--- src/rtl/ssm_pkg.sv ---
package ssm_pkg;

   typedef enum logic [1:0] {
      TRI_LO  = 2'd0,
      TRI_HI  = 2'd1,
      TRI_MID = 2'd2,
      TRI_BAD = 2'd3
   } tri_t;

   typedef enum logic [1:0] {
      SPR_NONE   = 2'd0,
      SPR_CENTER = 2'd1,
      SPR_DOWN   = 2'd2
   } spr_mode_t;

   // range rank: low -> 0, high -> 1, middle (or unused code) -> 2
   function automatic logic [1:0] tri_rank(input tri_t v);
      case (v)
         TRI_LO:  return 2'd0;
         TRI_HI:  return 2'd1;
         default: return 2'd2;
      endcase
   endfunction

   function automatic tri_t tri_clean(input tri_t v);
      return (v == TRI_BAD) ? TRI_MID : v;
   endfunction

endpackage

--- src/rtl/ssm_phase_ctr.sv ---
module ssm_phase_ctr
   import ssm_pkg::*;
#(
   parameter int DR_BASE_LOG2 = 7,
   parameter int CNT_W        = DR_BASE_LOG2 + 2
) (
   input  logic             clk,
   input  logic             rst,
   input  tri_t             range_in,
   input  tri_t             hi_in,
   input  tri_t             lo_in,
   input  logic [1:0]       band_in,
   output logic [CNT_W-1:0] cnt,
   output logic             at_start,
   output logic [1:0]       ridx_eff,
   output tri_t             hi_eff,
   output tri_t             lo_eff,
   output logic [1:0]       band_eff
);

   localparam int NRANGE = 3;

   logic [CNT_W-1:0] last_tab [NRANGE];
   logic [CNT_W-1:0] last_eff;
   logic [1:0]       ridx_q;
   tri_t             hi_q, lo_q;
   logic [1:0]       band_q;

   for (genvar g = 0; g < NRANGE; g++) begin : g_last
      assign last_tab[g] = CNT_W'((1 << (DR_BASE_LOG2 + g)) - 1);
   end

   assign at_start = (cnt == '0);

   // at the period boundary the live pins steer the new period
   always_comb begin
      ridx_eff = at_start ? tri_rank(range_in) : ridx_q;
      hi_eff   = at_start ? tri_clean(hi_in)   : hi_q;
      lo_eff   = at_start ? tri_clean(lo_in)   : lo_q;
      band_eff = at_start ? band_in            : band_q;
      last_eff = last_tab[ridx_eff];
   end

   always_ff @(posedge clk) begin
      if (rst) begin
         cnt    <= '0;
         ridx_q <= 2'd0;
         hi_q   <= TRI_MID;
         lo_q   <= TRI_MID;
         band_q <= 2'd0;
      end else begin
         cnt <= (cnt == last_eff) ? '0 : cnt + 1'b1;
         if (at_start) begin
            ridx_q <= ridx_eff;
            hi_q   <= hi_eff;
            lo_q   <= lo_eff;
            band_q <= band_eff;
         end
      end
   end

   a_r2_wrap_to_zero: assert property (@(posedge clk) disable iff (rst)
      (cnt == last_eff) |=> (cnt == '0));

   a_r10_hold_mid_period: assert property (@(posedge clk) disable iff (rst)
      (cnt != '0) |=> ($stable(ridx_q) && $stable(hi_q) && $stable(lo_q) && $stable(band_q)));

endmodule

--- src/rtl/ssm_amp_lut.sv ---
module ssm_amp_lut
   import ssm_pkg::*;
#(
   parameter int AMP_W = 6
) (
   input  tri_t             s_hi,
   input  tri_t             s_lo,
   input  logic [1:0]       band,
   output spr_mode_t        mode,
   output logic [AMP_W-1:0] amp
);

   // rows: C0..C3, D0..D3; columns: sub-band 0..3; units of 0.1 %
   localparam logic [4:0] DEPTH [8][4] = '{
      '{5'd14, 5'd13, 5'd12, 5'd11},
      '{5'd12, 5'd11, 5'd9,  5'd9 },
      '{5'd6,  5'd5,  5'd5,  5'd4 },
      '{5'd5,  5'd4,  5'd4,  5'd3 },
      '{5'd30, 5'd27, 5'd25, 5'd23},
      '{5'd22, 5'd19, 5'd18, 5'd17},
      '{5'd19, 5'd17, 5'd15, 5'd14},
      '{5'd7,  5'd6,  5'd6,  5'd5 }
   };

   logic [2:0] row;

   always_comb begin
      mode = SPR_CENTER;
      row  = 3'd0;
      case ({s_hi, s_lo})
         {TRI_LO,  TRI_LO }: row = 3'd0;
         {TRI_LO,  TRI_MID}: row = 3'd1;
         {TRI_LO,  TRI_HI }: row = 3'd2;
         {TRI_MID, TRI_LO }: row = 3'd3;
         {TRI_HI,  TRI_HI }: begin mode = SPR_DOWN; row = 3'd4; end
         {TRI_HI,  TRI_LO }: begin mode = SPR_DOWN; row = 3'd5; end
         {TRI_MID, TRI_HI }: begin mode = SPR_DOWN; row = 3'd6; end
         {TRI_HI,  TRI_MID}: begin mode = SPR_DOWN; row = 3'd7; end
         default:            mode = SPR_NONE;
      endcase
      amp = (mode == SPR_NONE) ? '0 : AMP_W'(DEPTH[row][band]);
   end

endmodule

--- src/rtl/ssm_shaper.sv ---
module ssm_shaper
   import ssm_pkg::*;
#(
   parameter int DR_BASE_LOG2 = 7,
   parameter int CNT_W        = DR_BASE_LOG2 + 2,
   parameter int FRAC_W       = 8,
   parameter int OFS_W        = 16,
   parameter int AMP_W        = 6
) (
   input  logic [CNT_W-1:0]        cnt,
   input  logic [1:0]              ridx,
   input  spr_mode_t               mode,
   input  logic [AMP_W-1:0]        amp,
   output logic signed [OFS_W-1:0] ofs
);

   localparam int CW1 = CNT_W + 1;
   localparam int PW  = AMP_W + 1 + CW1 + FRAC_W;

   logic [4:0]     hlog;
   logic [CW1-1:0] period, half, pos, cnt_x;
   logic [PW-1:0]  span, prod, scaled, base;

   always_comb begin
      hlog   = 5'(DR_BASE_LOG2 - 1) + 5'(ridx);
      period = CW1'(1) << (hlog + 5'd1);
      half   = CW1'(1) << hlog;
      cnt_x  = {1'b0, cnt};
      pos    = (cnt_x <= half) ? cnt_x : period - cnt_x;
      span   = (mode == SPR_CENTER) ? (PW'(amp) << 1) : PW'(amp);
      prod   = (span * PW'(pos)) << FRAC_W;
      scaled = prod >> hlog;
      base   = PW'(amp) << FRAC_W;
      ofs    = (mode == SPR_NONE) ? '0 : OFS_W'(scaled - base);
   end

endmodule

--- src/rtl/ssm_profile_gen.sv ---
module ssm_profile_gen
   import ssm_pkg::*;
#(
   parameter int DR_BASE_LOG2 = 7,
   parameter int FRAC_W       = 8,
   parameter int OFS_W        = 16,
   parameter int AMP_W        = 6
) (
   input  logic                    clk,
   input  logic                    rst,
   input  logic [1:0]              range_sel,
   input  logic [1:0]              spread_hi,
   input  logic [1:0]              spread_lo,
   input  logic [1:0]              sub_band,
   output logic signed [OFS_W-1:0] freq_offset,
   output logic                    period_start
);

   localparam int CNT_W = DR_BASE_LOG2 + 2;

   if (FRAC_W < DR_BASE_LOG2 + 1) begin : g_chk_frac
      $error("FRAC_W must cover the longest half-period for exact interpolation");
   end
   if (AMP_W < 5) begin : g_chk_amp
      $error("AMP_W too narrow for the depth table");
   end
   if (OFS_W < AMP_W + FRAC_W + 2) begin : g_chk_ofs
      $error("OFS_W too narrow for the peak offset");
   end

   logic [CNT_W-1:0]        cnt;
   logic                    at_start;
   logic [1:0]              ridx_eff, band_eff;
   tri_t                    hi_eff, lo_eff;
   spr_mode_t               mode_c;
   logic [AMP_W-1:0]        amp_c;
   logic signed [OFS_W-1:0] ofs_c;

   ssm_phase_ctr #(.DR_BASE_LOG2(DR_BASE_LOG2), .CNT_W(CNT_W)) u_phase (
      .clk      (clk),
      .rst      (rst),
      .range_in (tri_t'(range_sel)),
      .hi_in    (tri_t'(spread_hi)),
      .lo_in    (tri_t'(spread_lo)),
      .band_in  (sub_band),
      .cnt      (cnt),
      .at_start (at_start),
      .ridx_eff (ridx_eff),
      .hi_eff   (hi_eff),
      .lo_eff   (lo_eff),
      .band_eff (band_eff)
   );

   ssm_amp_lut #(.AMP_W(AMP_W)) u_lut (
      .s_hi (hi_eff),
      .s_lo (lo_eff),
      .band (band_eff),
      .mode (mode_c),
      .amp  (amp_c)
   );

   ssm_shaper #(
      .DR_BASE_LOG2(DR_BASE_LOG2), .CNT_W(CNT_W), .FRAC_W(FRAC_W),
      .OFS_W(OFS_W), .AMP_W(AMP_W)
   ) u_shape (
      .cnt  (cnt),
      .ridx (ridx_eff),
      .mode (mode_c),
      .amp  (amp_c),
      .ofs  (ofs_c)
   );

   always_ff @(posedge clk) begin
      if (rst) begin
         freq_offset  <= '0;
         period_start <= 1'b0;
      end else begin
         freq_offset  <= ofs_c;
         period_start <= at_start;
      end
   end

   a_r3_single_pulse: assert property (@(posedge clk) disable iff (rst)
      period_start |=> !period_start);

   a_r5_down_not_above: assert property (@(posedge clk) disable iff (rst)
      (mode_c == SPR_DOWN) |=> (freq_offset <= 0));

   a_r6_none_is_zero: assert property (@(posedge clk) disable iff (rst)
      (mode_c == SPR_NONE) |=> (freq_offset == 0));

   a_r4_center_bounded: assert property (@(posedge clk) disable iff (rst)
      (mode_c == SPR_CENTER) |=>
         ((int'(freq_offset) <= (int'($past(amp_c)) << FRAC_W)) &&
          (int'(freq_offset) >= -(int'($past(amp_c)) << FRAC_W))));

endmodule

--- config.mk ---
export PLATFORM = sky130hd
export DESIGN_NAME = ssm_profile_gen
export DESIGN_NICKNAME = d
export VERILOG_FILES = /design/src/rtl/ssm_pkg.sv /design/src/rtl/ssm_phase_ctr.sv /design/src/rtl/ssm_amp_lut.sv /design/src/rtl/ssm_shaper.sv /design/src/rtl/ssm_profile_gen.sv
export SDC_FILE = /design/constraint.sdc
export NUM_CORES = 1
export LEC_CHECK = 0
export BUFFER_PORTS_ARGS = -buffer_cell sky130_fd_sc_hd__buf_2
export CORE_MARGIN = 5
export CORE_UTILIZATION = 50
export CTS_CLUSTER_SIZE = 8
export DETAILED_ROUTE_END_ITERATION = 8
export GPL_TIMING_DRIVEN = 0
export PLACE_DENSITY = 0.73
export SYNTH_ARGS = -nofsm -noshare
export SYNTH_HDL_FRONTEND = slang
export SYNTH_HIERARCHICAL = 1
export SYNTH_SLANG_ARGS = --single-unit
--- constraint.sdc ---
create_clock -name clk -period 35.1 [get_ports clk]
set_input_delay 10.53 -clock clk [delete_from_list [all_inputs] [get_ports clk]]
set_output_delay 10.53 -clock clk [all_outputs]
set_load 0.1 [all_outputs]
Word level (Yosys, flattened, before mapping) --
Memories as Yosys holds them, arrays and structs flattened. Index checks and enable logic that the tools add are counted.
Storage, ports and cells: flip-flop bits (word level) 34, latch bits 0, RAM bits 0, bits in read-only memories 160, input port bits 10, output and inout port bits 17, word-level logic and storage cells 64, memories kept 1
Operators by class: $add $sub $neg 5, multiply operators 1, divide/modulo/power cells 0, $lt $le $gt $ge 4, eq/ne operators 12, shift-type cells 3, multiplexer cells 20, bitwise logic cells 3, reductions and logical operators 8
Memory list:
- (name not given) | depth 8, width 20, read ports 1, clocked after Yosys merged registers in 0, write ports 0, RTL line ssm_amp_lut.sv:41 | amp = (mode == SPR_NONE) ? '0 : AMP_W'(DEPTH[row][band]);
Operators with widths (count):
- 20-bit two-way mux | 2
- 25-bit by 10-bit multiplier with 17-bit output | 1
- 25-bit by 4-bit >> shifter with 16-bit output | 1
- 3-bit case mux with 7 select lines | 1
- 1-bit by 5-bit << shifter with 10-bit output (first input constant) | 2
- 9-bit binary-select mux with 2-bit select | 1
- 9-bit two-way mux | 2
- 16-bit by 13-bit subtractor with 16-bit output | 1
- 5-bit two-way mux | 3
- 4-bit by 3-bit == test with 1-bit output (second input constant) | 3
- 2-bit two-way mux | 6
- 5-bit binary-select mux with 2-bit select | 1
- 9-bit by 10-bit <= comparator with 1-bit output | 1
- 10-bit two-way mux | 1
- 10-bit by 9-bit subtractor with 10-bit output | 1
- 9-bit by 1-bit adder with 9-bit output (second input constant) | 1
- 9-bit == test | 1
- 9-bit zero test | 1
- 4-bit == test (second input constant) | 2
- 2-bit case mux with 2 select lines | 2
- 4-bit OR reduction | 2
- 3-bit greater-or-equal comparator (second input constant) | 2
- 6-bit two-way mux | 1
- 2-bit inverter with 3-bit output | 2
- 11 further kinds | 15

Longest topological paths before layout --
word-level depth 17, depth in mapped cells 46, gate-level depth less buffers 44

Modules after synthesis --
Netlist, hierarchy kept.
By module, submodules not included:
- ssm_shaper | times used 1, cells each 476, area each 3707.3 sq um, sequential area each 0.0 sq um
- ssm_phase_ctr | times used 1, cells each 85, area each 830.8 sq um, sequential area each 340.3 sq um
- ssm_amp_lut | times used 1, cells each 92, area each 611.8 sq um, sequential area each 0.0 sq um
- ssm_profile_gen | times used 1, cells each 35, area each 475.5 sq um, sequential area each 340.3 sq um

Worst setup path before layout --
OpenSTA, ideal clock, no wires.
path type input -> register, from input port spread_hi[0], to register freq_offset[15], setup time 0.116 ns, arrival 18.821 ns, required time 34.984 ns, path slack 16.163 ns, stages 39, buffers on the path 1, path through nor2b_1 > mux2_2 > buf_4 > o21a_1 > nor3_1 > inv_1 > ha_1 > or4b_1 > a32o_1 > a21oi_1 > o22a_1 > inv_1 > nor2_1 > a21oi_1 > nor2_1 > fa_1 > fa_1 > fa_1 > (+3 left out) > ha_1 > or3_1 > or2_2 > o22ai_1 > xor2_1 > nand2_1 > o21ai_0 > mux2i_1 > ha_1 > nor2b_1 > o21ai_0 > a21boi_0 > o21ai_0 > a21boi_0 > a2111oi_0 > mux2_2 > o32ai_1 > and2b_2
Between the ends: cells in the longest elaborated chain, start to end 17, elaborated cells between the ends (all ways) 30, classes of those cells 1 x add/sub; 1 x mul; 9 x eq/ne; 1 x shift; 11 x mux; 1 x bitwise; 5 x reduce/logical; 1 x memory
Ends and longest elaborated chain:
- start, declared | RTL line ssm_profile_gen.sv:12 | input logic [1:0] spread_hi,
- 2-bit == test | RTL line ssm_pkg.sv:26 | return (v == TRI_BAD) ? TRI_MID : v;
- 2-bit two-way mux (*) | RTL line ssm_pkg.sv:26
- 2-bit two-way mux (*) | RTL line ssm_phase_ctr.sv:38 | hi_eff = at_start ? tri_clean(hi_in) : hi_q;
- named net hi_eff[0] | RTL line ssm_profile_gen.sv:34 | tri_t hi_eff, lo_eff;
- 4-bit by 3-bit == test with 1-bit output, or another cell as far along | RTL line ssm_amp_lut.sv:30 | case ({s_hi, s_lo})
- 3-bit case mux with 7 select lines | RTL line ssm_amp_lut.sv:30
- 3-bit inverter with 4-bit output (not written as such) | RTL line ssm_amp_lut.sv:41
- memory read 8 x 20 bit
- 20-bit two-way mux (not written as such) (2 in a row) | RTL line ssm_amp_lut.sv:41
- 5-bit binary-select mux with 2-bit select | RTL line ssm_amp_lut.sv:41
- 5-bit two-way mux (not written as such) (2 in a row) | RTL line ssm_amp_lut.sv:41
- 5-bit two-way mux (*) | RTL line ssm_amp_lut.sv:41
- named net amp_c[1] | RTL line ssm_profile_gen.sv:36 | logic [AMP_W-1:0] amp_c;
- 6-bit two-way mux | RTL line ssm_shaper.sv:30 | span = (mode == SPR_CENTER) ? (PW'(amp) << 1) : PW'(amp);
- 25-bit by 10-bit multiplier with 17-bit output | RTL line ssm_shaper.sv:31 | prod = (span * PW'(pos)) << FRAC_W;
- 25-bit by 4-bit >> shifter with 16-bit output | RTL line ssm_shaper.sv:32 | scaled = prod >> hlog;
- 16-bit by 13-bit subtractor with 16-bit output (*) | RTL line ssm_shaper.sv:34 | ofs = (mode == SPR_NONE) ? '0 : OFS_W'(scaled - base);
- end signal, assigned | RTL line ssm_profile_gen.sv:78 | freq_offset <= ofs_c;
- end, declared | RTL line ssm_profile_gen.sv:15 | output logic signed [OFS_W-1:0] freq_offset,
Mark *: on every way through the listed nets, which the timed path passes. The rest lies on a longest branch. The select of a mux whose other input is x is not followed. A chain may end at the register's enable or synchronous reset.

Worst setup path in the final report --
Same ends and word-level chain as after synthesis.

==> impl_metrics.yaml <==
drt:
  drtPass1Iterations: 5
  via_count: 4941
  routed_wl_mm: 13.2
  drt_iter0_markers: 387
  final_antenna_net_count: 0
  drc: 0
  via_per_inst: 5.68
  wl_per_cell_um: 15.2
clocking:
  cts_resized: 0
  postCtsSetupBuffers: 0
  cts_buffers: 5
  clockRootBuffer: "clkbuf_16"
  clk_latency_ns: 0.28
  cts_hold_buf: 0
  cts.sinks: 34
  cts_tree: "built"
  clockBufferDepth: 2
  htreeDepth: 2
  clkTransAtPathRegs_ns: 0.05
layout:
  syn_to_final_growth_pct: 8.65
  final_common_cell: "nor2_1"
  nets: 844
  fin_area_mm2: 0.00611
  n_antenna_cell: 0
  layout_common_cells: "nor2_1 (94), inv_1 (84), ha_1 (64)"
  drive_gt1_frac: 0.122
timing:
  tightestPinTransition_ns: 1.11
  drv_slew: 0
  rsz0062_at_grt: "false"
  fin_ws_ns: 14.87
  setup_viol: 0
  setup_tns_ns: 0
  finalCritPeriodShare: 0.576
  max_freq_mhz: 49.4
  relSlewSlack: 0.258
  final_hold_viol_count: 0
  min_period_ns: 20.23
  skew_ns: 0.00558
worst_setup_path:
  critical_path.max_stage_delay_ns: 0.81
  path_class: "in2reg"
  cpMostUsedCell: "inv_1"
  r2r_cells: 44
  end_kind: "flip-flop"
  worstPathRequired_ns: 35.27
  startpoint_type: "input port"
  worstPathArrival_ns: 20.41
  slowest_stage: "a21oi_1"
  crit_family: "compound AO/OA/AOI/OAI gates"
  crit_buf_inv: 8
  cp_max_fo: 10
  cp.depth: 41
die:
  die_w_um: 116
  die-height_um: 116
  rows: 38
  start_util: 0.514
  ioPinCount: 27
  die-area_mm2: 0.0135
  core_mm2: 0.0109
global_route:
  grt_pass1_vias: 4778
  gr-total-overflow: 0
  grt_usage: 0.206
  grt_pass1_wl_mm: 22.7
  grt_antenna_before_repair: 0
  grt_start_max_net_pins: 17
synth:
  syn_area_mm2: 0.00563
  synth_area_leaders: "fa_1 (15%), ha_1 (14%), dfxtp_1 (12%)"
  syn_avg_cell_area_um2: 8.18
  synth-edff-count: 0
  yosysTopAreaCellShare: 0.146
  ys_warn_count: 6
  ys_seq_area_frac: 0.121
  yosys_most_used_dff: "dfxtp_1"
  synthArstFlopShare: 0
  ys_types: 78
  ys_ff_latch: 34
  yosysTopAreaCell: "fa_1"
  syn-instance-count: 688
place:
  post-place-ws_ns: 14.68
  postPlaceCellArea_mm2: 0.00596
  numPortBuffers: 26
  place_hpwl_mm: 10.7
  place.gp.congestion: 0.883
power_and_ir_drop:
  p_leak_uw: 0.00276
  power_density_mw_per_mm2: 49.6
  vdd_ir_drop_max_v: 0.0000564
hold_path:
  min_path_type: "reg2reg"
  hold_path_depth: 2
run:
  max_cap_viol_count: 0
status:
  status: "finished, final reports clean"
[worst min-delay path: stages (launching register included)]
cell	delay (ns)
dfxtp_1	0.31
mux2i_1	0.10
nor2_1	0.11
[flip-flops by register name, summed over array words and instances, names as in the netlist]
name / count
freq_offset: 16
period_start: 1
u_phase/band_q: 2
u_phase/cnt: 9
u_phase/hi_q: 2
u_phase/lo_q: 2
u_phase/ridx_q: 2
[area by class of cell]
cell class                 count  area [um2]
fill                        1007        4820
inverter                      85         319
clock buffer                   6         139
tap                          140         175
multi-input combinational    554        4530
buffer                        23         126
timing repair buffer          26         130
clock inverter                 2        12.5
sequential                    34         681
[synthesized netlist by cell type (4+ instances only)]
cell type / n
nand3_1: 8
mux2_2: 11
o21ai_0: 23
inv_1: 84
nor2b_1: 25
a21o_1: 6
or2_1: 10
and2b_2: 7
o21a_1: 12
clkbuf_1: 11
or2_2: 7
nand3b_1: 4
fa_1: 41
nor3_1: 19
nand2_1: 25
xor2_1: 8
mux2i_4: 6
a31oi_1: 7
buf_2: 4
nand4_1: 6
o22ai_1: 5
xnor2_1: 19
nand2b_1: 7
nor3b_1: 7
dfxtp_1: 34
a21oi_1: 26
a211oi_1: 16
ha_1: 64
nor2_1: 94
nor4_1: 7
mux2i_1: 15
[kinds of logic (layout without fill, tap and decap cells)]
kind of cell / after synthesis / after routing / share of synthesized area
buf+inv: 108 / 142 / 0.0792
simple gates: 249 / 249 / 0.234
other cells: 3 / 11 / 0.00200
compound gates: 129 / 129 / 0.159
mux: 32 / 32 / 0.0727
xor+xnor: 27 / 27 / 0.0420
fa+ha+maj: 106 / 106 / 0.290
flops: 34 / 34 / 0.121
[power by group]
group	leakage, uW	total, uW	switching [uW]	internal (uW)
logic	0.00241	211	140	71.5
registers	0.000278	47.2	2.42	44.8
clock network	0.0000729	44.2	16.2	28.1
[path summary, 6_finish.rpt]
kind,startpoint,to,slack [ns]
min,u_phase/ridx_q[0],u_phase/ridx_q[0],0.57
min reg2reg,u_phase/ridx_q[0],u_phase/ridx_q[0],0.57
max,spread_hi[0],freq_offset[15],14.87
max reg2reg,u_phase/cnt[2],freq_offset[15],23.99
[through the flow]
step	std cells	power [uW]	utilization	hold slack, ns
after detailed placement	862	256	0.545	0.543
after floorplan	696	216	-	0.482
final	870	303	0.559	0.565
after global placement	862	253	0.545	0.525
after global routing	870	329	0.559	0.628
after CTS	870	303	0.559	0.575
[layer usage]
| layer | GRT usage | vias up | part of all wire |
|---|---|---|---|
| li1 | - | 2430 | - |
| met1 | 0.292 | 2378 | 0.47 |
| met2 | 0.343 | 123 | 0.47 |
| met3 | 0.0272 | 10 | 0.041 |
| met4 | 0.0356 | 0 | 0.011 |
| met5 | 0 | - | 0 |
Power figures use the tool's default switching activity.
